### src/rtl/lnk_irq_pkg.sv
// Package: register offsets, field positions and register indices shared
// by the interrupt aggregator and its checker.
package lnk_irq_pkg;

    // Register index used by the address decoders and the read mux.
    typedef enum int {
        RG_CTRL = 0,
        RG_STAT = 1,
        RG_PTR  = 2,
        RG_PEND = 3
    } reg_idx_e;

    localparam int NREG = 4;

    // Byte offsets; the pending offset is fixed because remote routing relies on it.
    localparam int OFS_CTRL = 'h00;
    localparam int OFS_STAT = 'h04;
    localparam int OFS_PTR  = 'h08;
    localparam int OFS_PEND = 'h14;

    // Control register fields.
    localparam int CTRL_LOC_BIT = 0;
    localparam int CTRL_EIE_BIT = 1;
    localparam int CTRL_VEC_LSB = 8;

    // Status register fields.
    localparam int STAT_LINK_BIT = 0;
    localparam int STAT_LERR_BIT = 1;
    localparam int STAT_RERR_BIT = 2;

    // Offset of a register by index, usable in constant context.
    function automatic int reg_ofs(input int idx);
        case (idx)
            RG_CTRL: return OFS_CTRL;
            RG_STAT: return OFS_STAT;
            RG_PTR:  return OFS_PTR;
            default: return OFS_PEND;
        endcase
    endfunction

endpackage

### src/rtl/lnk_irq_dec.sv
// Address decoder: turns an enable and a byte offset into a one-hot register
// select. Assumes exact offset match; misaligned or unlisted offsets select nothing.
module lnk_irq_dec
    import lnk_irq_pkg::*;
#(
    parameter int ADDR_W = 8
) (
    input  logic              en,
    input  logic [ADDR_W-1:0] addr,
    output logic [NREG-1:0]   sel
);

    // One comparator per register offset.
    for (genvar g = 0; g < NREG; g++) begin : g_cmp
        assign sel[g] = en && (addr == ADDR_W'(reg_ofs(g)));
    end

endmodule

### src/rtl/lnk_irq_cfg.sv
// Control and pointer registers. Each can be written from the bus or from a
// routed remote word; the bus wins when both hit the same register in a cycle.
// Assumes the select inputs are already qualified by their strobes.
module lnk_irq_cfg #(
    parameter int ADDR_W = 8,
    parameter int VEC_W  = 5
) (
    input  logic              clk,
    input  logic              rst_n,
    input  logic              bus_ctrl_sel,
    input  logic              bus_ptr_sel,
    input  logic              rmt_ctrl_sel,
    input  logic              rmt_ptr_sel,
    input  logic              bus_loc,
    input  logic              bus_eie,
    input  logic [VEC_W-1:0]  bus_vec,
    input  logic [ADDR_W-1:0] bus_ptr,
    input  logic              rmt_loc,
    input  logic              rmt_eie,
    input  logic [VEC_W-1:0]  rmt_vec,
    input  logic [ADDR_W-1:0] rmt_ptr,
    output logic              ctrl_loc,
    output logic              ctrl_eie,
    output logic [VEC_W-1:0]  ctrl_vec,
    output logic [ADDR_W-1:0] ptr_q
);

    // Control register update, bus before remote.
    always_ff @(posedge clk) begin
        if (!rst_n) begin
            ctrl_loc <= 1'b0;
            ctrl_eie <= 1'b0;
            ctrl_vec <= '0;
        end else if (bus_ctrl_sel) begin
            ctrl_loc <= bus_loc;
            ctrl_eie <= bus_eie;
            ctrl_vec <= bus_vec;
        end else if (rmt_ctrl_sel) begin
            ctrl_loc <= rmt_loc;
            ctrl_eie <= rmt_eie;
            ctrl_vec <= rmt_vec;
        end
    end

    // Pointer register update, bus before remote.
    always_ff @(posedge clk) begin
        if (!rst_n) begin
            ptr_q <= '0;
        end else if (bus_ptr_sel) begin
            ptr_q <= bus_ptr;
        end else if (rmt_ptr_sel) begin
            ptr_q <= rmt_ptr;
        end
    end

endmodule

### src/rtl/lnk_irq_errstat.sv
// Error and link status. Holds the two sticky error flags and the registered
// link level, and emits a one-cycle post request for each error event
// (error pulse or first cycle of link-up). Set beats write-1-to-clear.
module lnk_irq_errstat (
    input  logic clk,
    input  logic rst_n,
    input  logic lerr_pulse,
    input  logic rerr_pulse,
    input  logic link_up,
    input  logic clr_lerr,
    input  logic clr_rerr,
    output logic lerr_q,
    output logic rerr_q,
    output logic link_q,
    output logic post
);

    logic link_rise;

    // Detect the first cycle of an established link.
    always_comb begin
        link_rise = link_up && !link_q;
        post      = lerr_pulse || rerr_pulse || link_rise;
    end

    // Sticky flags and link level register.
    always_ff @(posedge clk) begin
        if (!rst_n) begin
            lerr_q <= 1'b0;
            rerr_q <= 1'b0;
            link_q <= 1'b0;
        end else begin
            lerr_q <= lerr_pulse || (lerr_q && !clr_lerr);
            rerr_q <= rerr_pulse || link_rise || (rerr_q && !clr_rerr);
            link_q <= link_up;
        end
    end

endmodule

### src/rtl/lnk_irq_pend.sv
// Pending register. Each bit is set by a routed remote word or by an error
// post aimed at it, and cleared by a bus write-1-to-clear; set wins.
// Assumes the pending width equals 2**VEC_W.
module lnk_irq_pend #(
    parameter int VEC_W = 5,
    localparam int NPEND = 1 << VEC_W
) (
    input  logic             clk,
    input  logic             rst_n,
    input  logic             set_en,
    input  logic [NPEND-1:0] set_word,
    input  logic             clr_en,
    input  logic [NPEND-1:0] clr_word,
    input  logic             post,
    input  logic             post_en,
    input  logic [VEC_W-1:0] vec,
    output logic [NPEND-1:0] pend_q
);

    // One storage bit per pending line with its own set/clear terms.
    for (genvar g = 0; g < NPEND; g++) begin : g_bit
        logic hit_set;
        logic hit_clr;

        // Collect the set and clear requests for this bit.
        always_comb begin
            hit_set = (set_en && set_word[g])
                   || (post && post_en && (vec == VEC_W'(g)));
            hit_clr = clr_en && clr_word[g];
        end

        // Pending bit, set has priority over clear.
        always_ff @(posedge clk) begin
            if (!rst_n) begin
                pend_q[g] <= 1'b0;
            end else begin
                pend_q[g] <= hit_set || (pend_q[g] && !hit_clr);
            end
        end
    end

endmodule

### src/rtl/lnk_irq_aggr.sv
// Interrupt pending aggregator for a serial link port. Routes received
// interrupt words by the pointer register, posts error events on a chosen
// pending bit, serves a zero-wait register bus and drives a level interrupt.
// Assumes single-cycle pulses on the error inputs and a synchronous link_up.
module lnk_irq_aggr
    import lnk_irq_pkg::*;
#(
    parameter int ADDR_W = 8,
    parameter int DATA_W = 32,
    localparam int VEC_W = $clog2(DATA_W)
) (
    input  logic              clk,
    input  logic              rst_n,
    input  logic              rmt_valid,
    input  logic [DATA_W-1:0] rmt_word,
    input  logic              lerr_pulse,
    input  logic              rerr_pulse,
    input  logic              link_up,
    input  logic              bus_wr,
    input  logic [ADDR_W-1:0] bus_addr,
    input  logic [DATA_W-1:0] bus_wdata,
    output logic [DATA_W-1:0] bus_rdata,
    output logic              irq
);

    logic [NREG-1:0]   bus_sel;
    logic [NREG-1:0]   rmt_sel;
    logic [NREG-1:0]   rd_sel;
    logic              rmt_go;
    logic              ctrl_loc;
    logic              ctrl_eie;
    logic [VEC_W-1:0]  ctrl_vec;
    logic [ADDR_W-1:0] ptr_q;
    logic              lerr_q;
    logic              rerr_q;
    logic              link_q;
    logic              err_post;
    logic              clr_lerr;
    logic              clr_rerr;
    logic [DATA_W-1:0] pend_q;

    // A remote word is acted on only while local delivery is enabled.
    assign rmt_go = rmt_valid && ctrl_loc;

    lnk_irq_dec #(.ADDR_W(ADDR_W)) u_dec_bus (
        .en   (bus_wr),
        .addr (bus_addr),
        .sel  (bus_sel)
    );

    lnk_irq_dec #(.ADDR_W(ADDR_W)) u_dec_rmt (
        .en   (rmt_go),
        .addr (ptr_q),
        .sel  (rmt_sel)
    );

    lnk_irq_dec #(.ADDR_W(ADDR_W)) u_dec_rd (
        .en   (1'b1),
        .addr (bus_addr),
        .sel  (rd_sel)
    );

    lnk_irq_cfg #(.ADDR_W(ADDR_W), .VEC_W(VEC_W)) u_cfg (
        .clk          (clk),
        .rst_n        (rst_n),
        .bus_ctrl_sel (bus_sel[RG_CTRL]),
        .bus_ptr_sel  (bus_sel[RG_PTR]),
        .rmt_ctrl_sel (rmt_sel[RG_CTRL]),
        .rmt_ptr_sel  (rmt_sel[RG_PTR]),
        .bus_loc      (bus_wdata[CTRL_LOC_BIT]),
        .bus_eie      (bus_wdata[CTRL_EIE_BIT]),
        .bus_vec      (bus_wdata[CTRL_VEC_LSB +: VEC_W]),
        .bus_ptr      (bus_wdata[ADDR_W-1:0]),
        .rmt_loc      (rmt_word[CTRL_LOC_BIT]),
        .rmt_eie      (rmt_word[CTRL_EIE_BIT]),
        .rmt_vec      (rmt_word[CTRL_VEC_LSB +: VEC_W]),
        .rmt_ptr      (rmt_word[ADDR_W-1:0]),
        .ctrl_loc     (ctrl_loc),
        .ctrl_eie     (ctrl_eie),
        .ctrl_vec     (ctrl_vec),
        .ptr_q        (ptr_q)
    );

    // Write-1-to-clear of the error flags from either write source.
    always_comb begin
        clr_lerr = (bus_sel[RG_STAT] && bus_wdata[STAT_LERR_BIT])
                || (rmt_sel[RG_STAT] && rmt_word[STAT_LERR_BIT]);
        clr_rerr = (bus_sel[RG_STAT] && bus_wdata[STAT_RERR_BIT])
                || (rmt_sel[RG_STAT] && rmt_word[STAT_RERR_BIT]);
    end

    lnk_irq_errstat u_err (
        .clk        (clk),
        .rst_n      (rst_n),
        .lerr_pulse (lerr_pulse),
        .rerr_pulse (rerr_pulse),
        .link_up    (link_up),
        .clr_lerr   (clr_lerr),
        .clr_rerr   (clr_rerr),
        .lerr_q     (lerr_q),
        .rerr_q     (rerr_q),
        .link_q     (link_q),
        .post       (err_post)
    );

    lnk_irq_pend #(.VEC_W(VEC_W)) u_pend (
        .clk      (clk),
        .rst_n    (rst_n),
        .set_en   (rmt_sel[RG_PEND]),
        .set_word (rmt_word),
        .clr_en   (bus_sel[RG_PEND]),
        .clr_word (bus_wdata),
        .post     (err_post),
        .post_en  (ctrl_eie),
        .vec      (ctrl_vec),
        .pend_q   (pend_q)
    );

    // Level interrupt from any pending bit.
    assign irq = |pend_q;

    // Zero-wait read mux; unmapped offsets return zero.
    always_comb begin
        bus_rdata = '0;
        if (rd_sel[RG_CTRL]) begin
            bus_rdata[CTRL_LOC_BIT]               = ctrl_loc;
            bus_rdata[CTRL_EIE_BIT]               = ctrl_eie;
            bus_rdata[CTRL_VEC_LSB +: VEC_W]      = ctrl_vec;
        end
        if (rd_sel[RG_STAT]) begin
            bus_rdata[STAT_LINK_BIT] = link_q;
            bus_rdata[STAT_LERR_BIT] = lerr_q;
            bus_rdata[STAT_RERR_BIT] = rerr_q;
        end
        if (rd_sel[RG_PTR]) begin
            bus_rdata[ADDR_W-1:0] = ptr_q;
        end
        if (rd_sel[RG_PEND]) begin
            bus_rdata = pend_q;
        end
    end

endmodule

### config.mk
export PLATFORM = sky130hd
export DESIGN_NAME = lnk_irq_aggr
export DESIGN_NICKNAME = d
export VERILOG_FILES = /design/src/rtl/lnk_irq_pkg.sv /design/src/rtl/lnk_irq_dec.sv /design/src/rtl/lnk_irq_cfg.sv /design/src/rtl/lnk_irq_errstat.sv /design/src/rtl/lnk_irq_pend.sv /design/src/rtl/lnk_irq_aggr.sv
export SDC_FILE = /design/constraint.sdc
export NUM_CORES = 1
export LEC_CHECK = 0
export ABC_AREA = 1
export BUFFER_PORTS_ARGS = -buffer_cell sky130_fd_sc_hd__buf_2
export CORE_MARGIN = 4
export CORE_UTILIZATION = 40
export CTS_CLUSTER_DIAMETER = 120
export DETAILED_ROUTE_END_ITERATION = 8
export GPL_TIMING_DRIVEN = 0
export PLACE_DENSITY = 0.65
export SLEW_MARGIN = 0
export SYNTH_ARGS = -nofsm -noshare
export SYNTH_HDL_FRONTEND = slang
export SYNTH_HIERARCHICAL = 1
export SYNTH_SLANG_ARGS = --single-unit
### constraint.sdc
create_clock -name clk -period 3.69 [get_ports clk]
set_clock_uncertainty 0.1 [all_clocks]
set_input_delay 0.738 -clock clk [delete_from_list [all_inputs] [get_ports clk]]
set_output_delay 0.738 -clock clk [all_outputs]
set_load 0.005 [all_outputs]
==> run summary, run 1 <==
Number of global-route vias before repair = 3796
Worst vdd ir = 0.1619 mV
CP cell instances = buf_2 -> nor2_2 -> nand3_1 -> nor2_1 -> nand3_1 -> a21o_1 -> nand2_1 -> buf_2
Seq cells post-synth = 50
CP Capture Type = output pin
Crit Path Max Fanout = 7
Overall Global Routing Usage = 20.96%
Post-CTS resize count = 0
Share of cells above drive strength 1 = 24.53%
Initial antenna violation count = 0
Complex-gate fraction of the synthesized area = 8.737%
Number of synthesized flops with an enable pin = 0
Fmax = 0.3485 GHz
Sequential fraction of the synthesis area = 28.07%
Drc violations = 0
Simple-gate share of the synthesized area = 46.56%
Synth Area in XOR/XNOR = 0%
Final setup viols = 0
Top post-synthesis cells by area = dfxtp_1, nand2_1, nand3_1
Post-CTS setup buffers = 0
Most frequent cell after synthesis = nand2_1
Vias per inst = 4.836
Vert. Die Dim = 102.4 microns
Count of maximum capacitance violations = 0
Final Wtd Congestion = 0.9035
Period utilization = 77.76%
Row count = 34
Mux cell area share after synthesis = 0%
Largest net degree at the start of global routing = 16
Root buffer cell = clkbuf_8
Power Density = 216.7 nW/um^2
R2r endpoint = u_pend/pend_q[29]$_SDFF_PN0_
Setup slack, reg-to-reg = 1790 ps
Slowest CP cell = nor2_1
Post-Syn Area per Cell = 5.770 sq um
Clock Sinks = 50
Mapped Cells = 618
Core ar. = 8678 sq um
Pleak = 2.340 nW
Hold Slack = 370.5 ps
Hold Crit Class = register to register
Worst min-delay path endpoint = u_err/lerr_q$_SDFF_PN0_
Synth top cells by count = nand2_1, inv_1, nand3_1
Synth area leader = dfxtp_1
Initial core utilization = 41.09%
Main synth FF type = dfxtp_1
Post-layout nets = 816
Remaining Overflow, GRT = 0
Combinational family with the most area after synthesis = simple AND/OR/NAND/NOR gates
Area delta synth->final = 21.89%
Worst slew pin tran = 619.7 ps
Largest stage delay on the critical path = 400 ps
TritonRoute pass-1 iters = 5
Post-DP HPWL = 8916 microns
I/O pin total = 112
Die area = 10490 sq um
Yosys cell types = 30
Ys async rst share = 0%
Min-delay src = u_err/lerr_q$_SDFF_PN0_
Yosys top cell area share = 28.07%
CTS tree = yes
First-pass GRT wire length = 17570 microns
Clock Path Buffers = 2
Launch point of the worst reg-to-reg path = u_cfg/ctrl_loc$_SDFFE_PN0P_
Diode count = 0
WP data required = 2850 ps
H-tree depth = 2
Worst R2R Path Depth = 11
Worst Path Arrival = 2030 ps
Setup TNS = 0 ps
RSZ-0062 raised after global routing = false
Final Critical Period = 2869 ps
WL/cell = 13.01 microns
Slew margin rel. = 58.69%
Die Wd = 102.4 microns
Number of hold buffers added after cts = 0
Final hold vios = 0
Remaining antenna violation count = 0
WHS Path Cells = 2
Post-Syn Area = 3566 sq um
Iteration-0 DRC Markers = 211
Max Slew Vio Count = 0
CP startpoint kind = primary input
Clk pin slew, worst setup/hold paths = 80 ps
Status = finished clean
Port Buf Inserts = 111
Post-Synth Adder-Cell Area = 0%
Final WL = 11010 microns
Routed via count = 4091
Worst setup path class = primary input to output pin
CTS Buf Count = 5
YS warnings = 6
Later-pin clock latency in the skew report = 300 ps
kinds of logic (layout without fill, tap and decap cells):
logic type / count (synthesis) / in the layout
other cells: 1 / 2
flops: 50 / 50
buf+inv: 137 / 256
simple gates: 379 / 379
compound gates: 51 / 51
flip-flops by register name, indices dropped and copies added (netlist names):
| register | count |
|---|---|
| u_cfg/ptr_q | 8 |
| u_err/lerr_q | 1 |
| u_cfg/ctrl_vec | 5 |
| u_err/link_q | 1 |
| u_err/rerr_q | 1 |
| u_pend/pend_q | 32 |
| u_cfg/ctrl_loc | 1 |
| u_cfg/ctrl_eie | 1 |
stage by stage:
stage / setup slack (ps) / std cells / power, mW / area (sq um) / utilization (%)
global placement: 870.9 / 838 / 0.6332 / 4260 / 49.09
CTS: 812.8 / 846 / 0.9543 / 4347 / 50.09
detailed placement: 822.4 / 838 / 0.6352 / 4260 / 49.09
finish: 820.7 / 846 / 0.9421 / 4347 / 50.09
floorplan: 1278 / 619 / 0.5766 / 3570 / -
global route: 674.4 / 846 / 0.9751 / 4347 / 50.09
how the worst max path moves through the flow:
stage                           start           end  slack (ps)  cells past startpoint
after detailed placement  bus_addr[1]  bus_rdata[0]         820                      8
after global placement    bus_addr[7]  bus_rdata[1]         870                      8
after global routing      bus_addr[7]  bus_rdata[1]         670                      8
after floorplan           bus_addr[1]  bus_rdata[0]        1280                      6
after CTS                 bus_addr[1]  bus_rdata[0]         810                      8
final                     bus_addr[1]  bus_rdata[0]         820                      8
cell type report:
cell class	count	area, sq um
plain buffers	22	155.1
clock buffers	6	72.57
clock inverters	2	13.76
fillers	963	4332
inverters	115	434.2
multi-input cells	432	1979
flip-flops and latches	50	1001
well taps	108	135.1
repair buffers	111	555.5
worst max-delay path, delay by kind of cell:
family | cells | cell delay (ps)
simple gates | 5 | 880
buf+inv | 2 | 220
compound gates | 1 | 200
layout by cell type (no fill, tap or decap), types with 7 or more instances in the layout:
master,count
nand2_1,244
buf_2,121
inv_1,95
nand3_1,74
dfxtp_1,50
nor2_1,34
a21oi_1,26
clkinv_1,12
nor2_2,11
a21oi_2,9
inv_2,7
routing by layer:
layer	vias to the layer above	global-route usage, %	part of all wire (%)	routed length (microns)
li1	2097	-	-	-
met1	1822	29.47	46	5098
met2	162	33.32	45	4959
met3	10	3.686	7.6	831
met4	0	5.045	1.0	114
met5	-	0	0	0
power by group:
part / leakage [nW] / internal [mW] / total (mW) / switching (mW)
Sequential: 0.403 / 0.542 / 0.543 / 0.00150
Clock: 0.0452 / 0.134 / 0.319 / 0.185
Combinational: 1.89 / 0.0365 / 0.0801 / 0.0436
No activity file was read; power rests on OpenSTA's default activity.
==> run 2, diff against run 1 <==
- PLACE_DENSITY: 0.65 -> 0.68
- clock period: 3.69 -> 2.4 ns (I/O delays scaled with it)
==> run 2 against run 1 <==
Effect of this change: flip-flop and latch count is the same; global-route usage grew 0.59 points; first-iteration DRC count is 13% lower; wire length increased by 1.1%; total power is 80% higher; die area did not move; sequential power grew 54%; worst setup slack got worse by 710 ps; combinational power rose by 55%.
==> run summary, run 2 (synthesis results as in run 1) <==
Status = finished clean
Crit Path Max Fanout = 10 (+3)
Iteration-0 DRC Markers = 183 (-13%)
Vert. Die Dim = 102.4 microns (unchanged)
Post-layout nets = 816 (unchanged)
Pleak = 2.364 nW (+1.1%)
Inst Count DP = 838 (unchanged)
CTS tree = yes
Largest stage delay on the critical path = 210 ps (-190 ps)
Area delta synth->final = 23.61%
Later-pin clock latency in the skew report = 310 ps (about the same)
Post-CTS setup buffers = 0 (unchanged)
Routed via count = 4096 (+0.12%)
Post-DP HPWL = 8768 microns (-1.7%)
Hold Crit Class = primary input to register
WL/cell = 13.15 microns (+1.1%)
Vias per inst = 4.842 (+0.12%)
Slew margin rel. = 55.08% (-3.6 points)
Max Slew Vio Count = 0 (unchanged)
FILL cells = 951 (-1.2%)
Largest registers = u_pend/pend_q (32), u_cfg/ptr_q (8), u_cfg/ctrl_vec (5)
Initial core utilization = 41.09% (unchanged)
CP Capture Type = output pin
Worst Path Arrival = 1710 ps (-320 ps)
Most frequent cells in the layout = nand2_1, buf_2, inv_1, nand3_1, dfxtp_1
Number of global-route vias before repair = 3835 (+1.0%)
Remaining antenna violation count = 0 (unchanged)
Fin worst setup slack = 110.5 ps (-710.2 ps)
Worst setup path class = primary input to output pin
CP startpoint kind = primary input
Remaining Overflow, GRT = 0 (unchanged)
Min-delay src = link_up
I/O pin total = 112 (unchanged)
Final WL = 11130 microns (+1.1%)
Power, Total = 1.698 mW (+80%)
Clock Sinks = 50 (unchanged)
Die Wd = 102.4 microns (unchanged)
Core ar. = 8678 sq um (unchanged)
Max FFs per register = 32 (unchanged)
CTS Buf Count = 5 (unchanged)
Slowest CP cell = o21ai_0
Fmax = 0.4368 GHz
Hold Slack = 272.9 ps (-97.68 ps)
Final Wtd Congestion = 0.9145 (+1.2%)
Largest reg by FF count = u_pend/pend_q
Final Critical Period = 2290 ps
Initial antenna violation count = 0 (unchanged)
Port Buf Inserts = 111 (unchanged)
Root buffer cell = clkbuf_8
Post-layout instance area = 4408 sq um (+1.4%)
First-pass GRT wire length = 18110 microns (+3.1%)
Clk pin slew, worst setup/hold paths = 90 ps (about the same)
Most common cell after layout, fill and taps aside = nand2_1
Setup TNS = 0 ps (unchanged)
Setup slack, reg-to-reg = 540 ps (-1250 ps)
Worst vdd ir = 0.2297 mV (+42%)
Placed Area = 4260 sq um (unchanged)
CP bufs+invs = 5 (+3)
Drc violations = 0 (unchanged)
CP cell instances = buf_2 -> nor2_2 -> nand3_2 -> nor2_1 -> buf_6 -> inv_4 -> buf_8 -> o21ai_0 -> buf_2
Fin cells = 846 (unchanged)
Row count = 34 (unchanged)
Worst slew pin tran = 673.8 ps (+54.07 ps)
Worst slack, placed = 49.93 ps (-772.5 ps)
RSZ-0062 raised after global routing = false
Final hold vios = 0 (unchanged)
End-of-flow core utilization = 50.79% (+0.71 points)
Crit path top cell by count = buf_2
Period utilization = 95.40%
Final setup viols = 0 (unchanged)
Share of cells above drive strength 1 = 24.80% (+0.27 points)
Die area = 10490 sq um (unchanged)
Count of maximum capacitance violations = 0 (unchanged)
Largest net degree at the start of global routing = 16 (unchanged)
H-tree depth = 2 (unchanged)
Diode count = 0 (unchanged)
TritonRoute pass-1 iters = 5 (unchanged)
CP Launch Point = bus_addr[1]
Clock Path Buffers = 2 (unchanged)
WP data required = 1820 ps (-1030 ps)
Power Density = 385.1 nW/um^2 (+78%)
Top Family by Delay on Critical Path = buffers and inverters
Launch point of the worst reg-to-reg path = u_cfg/ctrl_loc$_SDFFE_PN0P_
Overall Global Routing Usage = 21.56% (+0.59 points)
## run 2: final timing paths
check / cells after the start / end
worst max register to register: 11 / u_pend/pend_q[18]$_SDFF_PN0_
worst min-delay path: 3 / u_err/link_q$_SDFF_PN0_
worst max-delay path: 9 / bus_rdata[8]
worst min register to register: 2 / u_err/lerr_q$_SDFF_PN0_
## run 2: area by class of cell
| cell class | instances | area, sq um | area share [%] |
|---|---|---|---|
| repair buffers | 111 | 555.5 | 12.60 |
| flip-flops and latches | 50 | 1001 | 22.71 |
| clock inverters | 2 | 60.06 | 1.362 |
| clock buffers | 6 | 82.58 | 1.873 |
| plain buffers | 22 | 157.7 | 3.576 |
| multi-input cells | 432 | 1982 | 44.96 |
| inverters | 115 | 434.2 | 9.850 |
| well taps | 108 | 135.1 | 3.066 |
## run 2: worst min-delay path, cell delays in order
cell	delay, ps
buf_2	90
nand2_1	40
inv_1	40
## run 2: repair_timing
action                                 CTS  global route
hold buffers                             0             0
gates resized for setup                  0             3
setup endpoints to repair                0             7
endpoints found under the hold margin    0             0
## run 2: power breakdown
group,total [mW],internal (mW),switching (mW),leakage (nW)
Combinational,0.124,0.0562,0.0676,1.89
Clock,0.739,0.445,0.294,0.0714
Sequential,0.835,0.833,0.00247,0.403
## run 2: metal layers
| metal | part of all wire (%) | routed length, microns | GRT usage [%] |
|---|---|---|---|
| met1 | 45 | 4957 | 29.34 |
| met2 | 45 | 4972 | 34.56 |
| met3 | 8.5 | 948 | 3.549 |
| met4 | 2.2 | 246 | 7.265 |
| met5 | 0 | 0 | 0 |
==> run 3, diff against run 2 <==
- clock period: 2.4 -> 2.04 ns (I/O delays scaled with it)
==> run 3 against run 2 <==
Effect of this change: final cell count rose by 0.35%; clock power rose by 18%; combinational power rose by 27%; flip-flop and latch count did not move; critical path depth rose by 2; sequential share of layout area fell by 0.84 points; sequential power rose by 18%; non-clock buffer count rose by 3; total power rose by 18%; global-route usage rose by 0.099 points; die area did not move.
==> run summary, run 3 (synthesis results as in run 1) <==
Largest stage delay on the critical path = 160 ps (-50 ps)
Max Slew Vio Count = 0 (unchanged)
Power, Total = 2.012 mW (+18%)
Die Wd = 102.4 microns (unchanged)
CP cell instances = buf_8 -> nor2_4 -> nand3_2 -> nor2_2 -> buf_6 -> inv_8 -> buf_12 -> o21ai_2 -> a21o_1 -> nand2_1 -> buf_2
Pleak = 2.411 nW (+2.0%)
Fin cells = 849 (+0.35%)
Placed Area = 4260 sq um (unchanged)
Slowest CP cell = buf_6
Drc violations = 0 (unchanged)
TritonRoute pass-1 iters = 5 (unchanged)
Most common cell after layout, fill and taps aside = nand2_1
CP bufs+invs = 5 (unchanged)
Final hold vios = 0 (unchanged)
Root buffer cell = clkbuf_8
Fin worst setup slack = 2.016 ps (-108.4 ps)
Worst vdd ir = 0.2705 mV (+18%)
Max FFs per register = 32 (unchanged)
Initial core utilization = 41.09% (unchanged)
Iteration-0 DRC Markers = 277 (+51%)
Post-layout instance area = 4577 sq um (+3.8%)
Worst R2R Path Depth = 11 (unchanged)
Clock Sinks = 50 (unchanged)
Final WL = 11270 microns (+1.3%)
Setup TNS = 0 ps (unchanged)
Final Critical Period = 2038 ps
CTS tree = yes
Power Density = 439.5 nW/um^2 (+14%)
RSZ-0062 raised after global routing = true
Number of global-route vias before repair = 3868 (+0.86%)
CP Capture Type = output pin
Post-DP HPWL = 8768 microns (unchanged)
Area delta synth->final = 28.35%
Worst slew pin tran = 674.0 ps (+0.2608 ps)
Routed via count = 4105 (+0.22%)
Fmax = 0.4907 GHz
Status = finished clean
Clock Path Buffers = 2 (unchanged)
Row count = 34 (unchanged)
Diode count = 0 (unchanged)
Inst Count DP = 838 (unchanged)
H-tree depth = 2 (unchanged)
WHS Path Cells = 3 (unchanged)
Clk pin slew, worst setup/hold paths = 90 ps (about the same)
Worst path depth = 11 (+2)
CP startpoint kind = primary input
Most frequent cells in the layout = nand2_1, buf_2, inv_1, nand3_1, dfxtp_1
Largest reg by FF count = u_pend/pend_q
Largest registers = u_pend/pend_q (32), u_cfg/ptr_q (8), u_cfg/ctrl_vec (5)
Worst slack, placed = -166.1 ps (-216.0 ps)
WP data required = 1530 ps (-290 ps)
CTS Buf Count = 5 (unchanged)
Port Buf Inserts = 111 (unchanged)
Largest net degree at the start of global routing = 16 (unchanged)
Overall Global Routing Usage = 21.65% (+0.099 points)
Count of maximum capacitance violations = 0 (unchanged)
Vias per inst = 4.835 (-0.13%)
WL/cell = 13.28 microns (+0.97%)
Final setup viols = 0 (unchanged)
Remaining antenna violation count = 0 (unchanged)
Worst Path Arrival = 1530 ps (-180 ps)
Slew margin rel. = 55.06% (about the same)
Core ar. = 8678 sq um (unchanged)
Crit Path Max Fanout = 5 (-5)
Die area = 10490 sq um (unchanged)
Worst setup path class = primary input to output pin
Later-pin clock latency in the skew report = 310 ps (about the same)
Top Family by Delay on Critical Path = buffers and inverters
Final Wtd Congestion = 0.9145 (unchanged)
I/O pin total = 112 (unchanged)
Hold Crit Class = primary input to register
Remaining Overflow, GRT = 0 (unchanged)
First-pass GRT wire length = 18210 microns (+0.54%)
Period utilization = 99.90%
Share of cells above drive strength 1 = 26.99% (+2.2 points)
Vert. Die Dim = 102.4 microns (unchanged)
Post-layout nets = 819 (+0.37%)
Initial antenna violation count = 0 (unchanged)
## run 3: worst min-delay path, stage by stage
cell and delay, ps:
buf_2 90, nand2_1 40, inv_1 40
## run 3: area by class of cell
class                      instances  area [sq um]
sequential                        50          1001
multi-input combinational        432          2073
clock buffer                       6         82.58
tap                              108         135.1
clock inverter                     2         60.06
fill                             926          4101
timing repair buffer             115         621.8
buffer                            21         163.9
inverter                         115         439.2
## run 3: repair_timing
item | 4_1_cts | 5_1_grt
pin swaps | 1 | 6
hold buffers | 0 | 0
cloned | 0 | 1
hold endpoints to repair | 0 | 0
buffers inserted | 3 | 0
gates resized for setup | 12 | 26
setup endpoints to repair | 32 | 30
## run 3: per-stage QoR
step	hold slack [ps]	util (%)
finish	199.1	52.74
global route	215.3	52.74
CTS	195.7	51.41
detailed placement	366.0	49.09
global placement	351.0	49.09
floorplan	337.7	-
## run 3: path summary, 6_finish.rpt
check | slack, ps | from | end
worst min register to register | 380 | u_err/lerr_q$_SDFF_PN0_ | u_err/lerr_q$_SDFF_PN0_
worst min-delay path | 200 | link_up | u_err/link_q$_SDFF_PN0_
worst max register to register | 170 | u_cfg/ctrl_loc$_SDFFE_PN0P_ | u_pend/pend_q[1]$_SDFF_PN0_
worst max-delay path | 2 | bus_addr[0] | bus_rdata[1]
## run 3: power breakdown
part	internal, mW	switching [mW]
Sequential	0.980	0.00287
Clock	0.523	0.348
Combinational	0.0723	0.0854
## run 3: routing by layer
| layer | track usage, % | up-vias | wire [microns] |
|---|---|---|---|
| li1 | - | 2106 | - |
| met1 | 29.38 | 1812 | 5004 |
| met2 | 34.51 | 170 | 5088 |
| met3 | 3.686 | 17 | 952 |
| met4 | 7.770 | 0 | 227 |
| met5 | 0 | - | 0 |
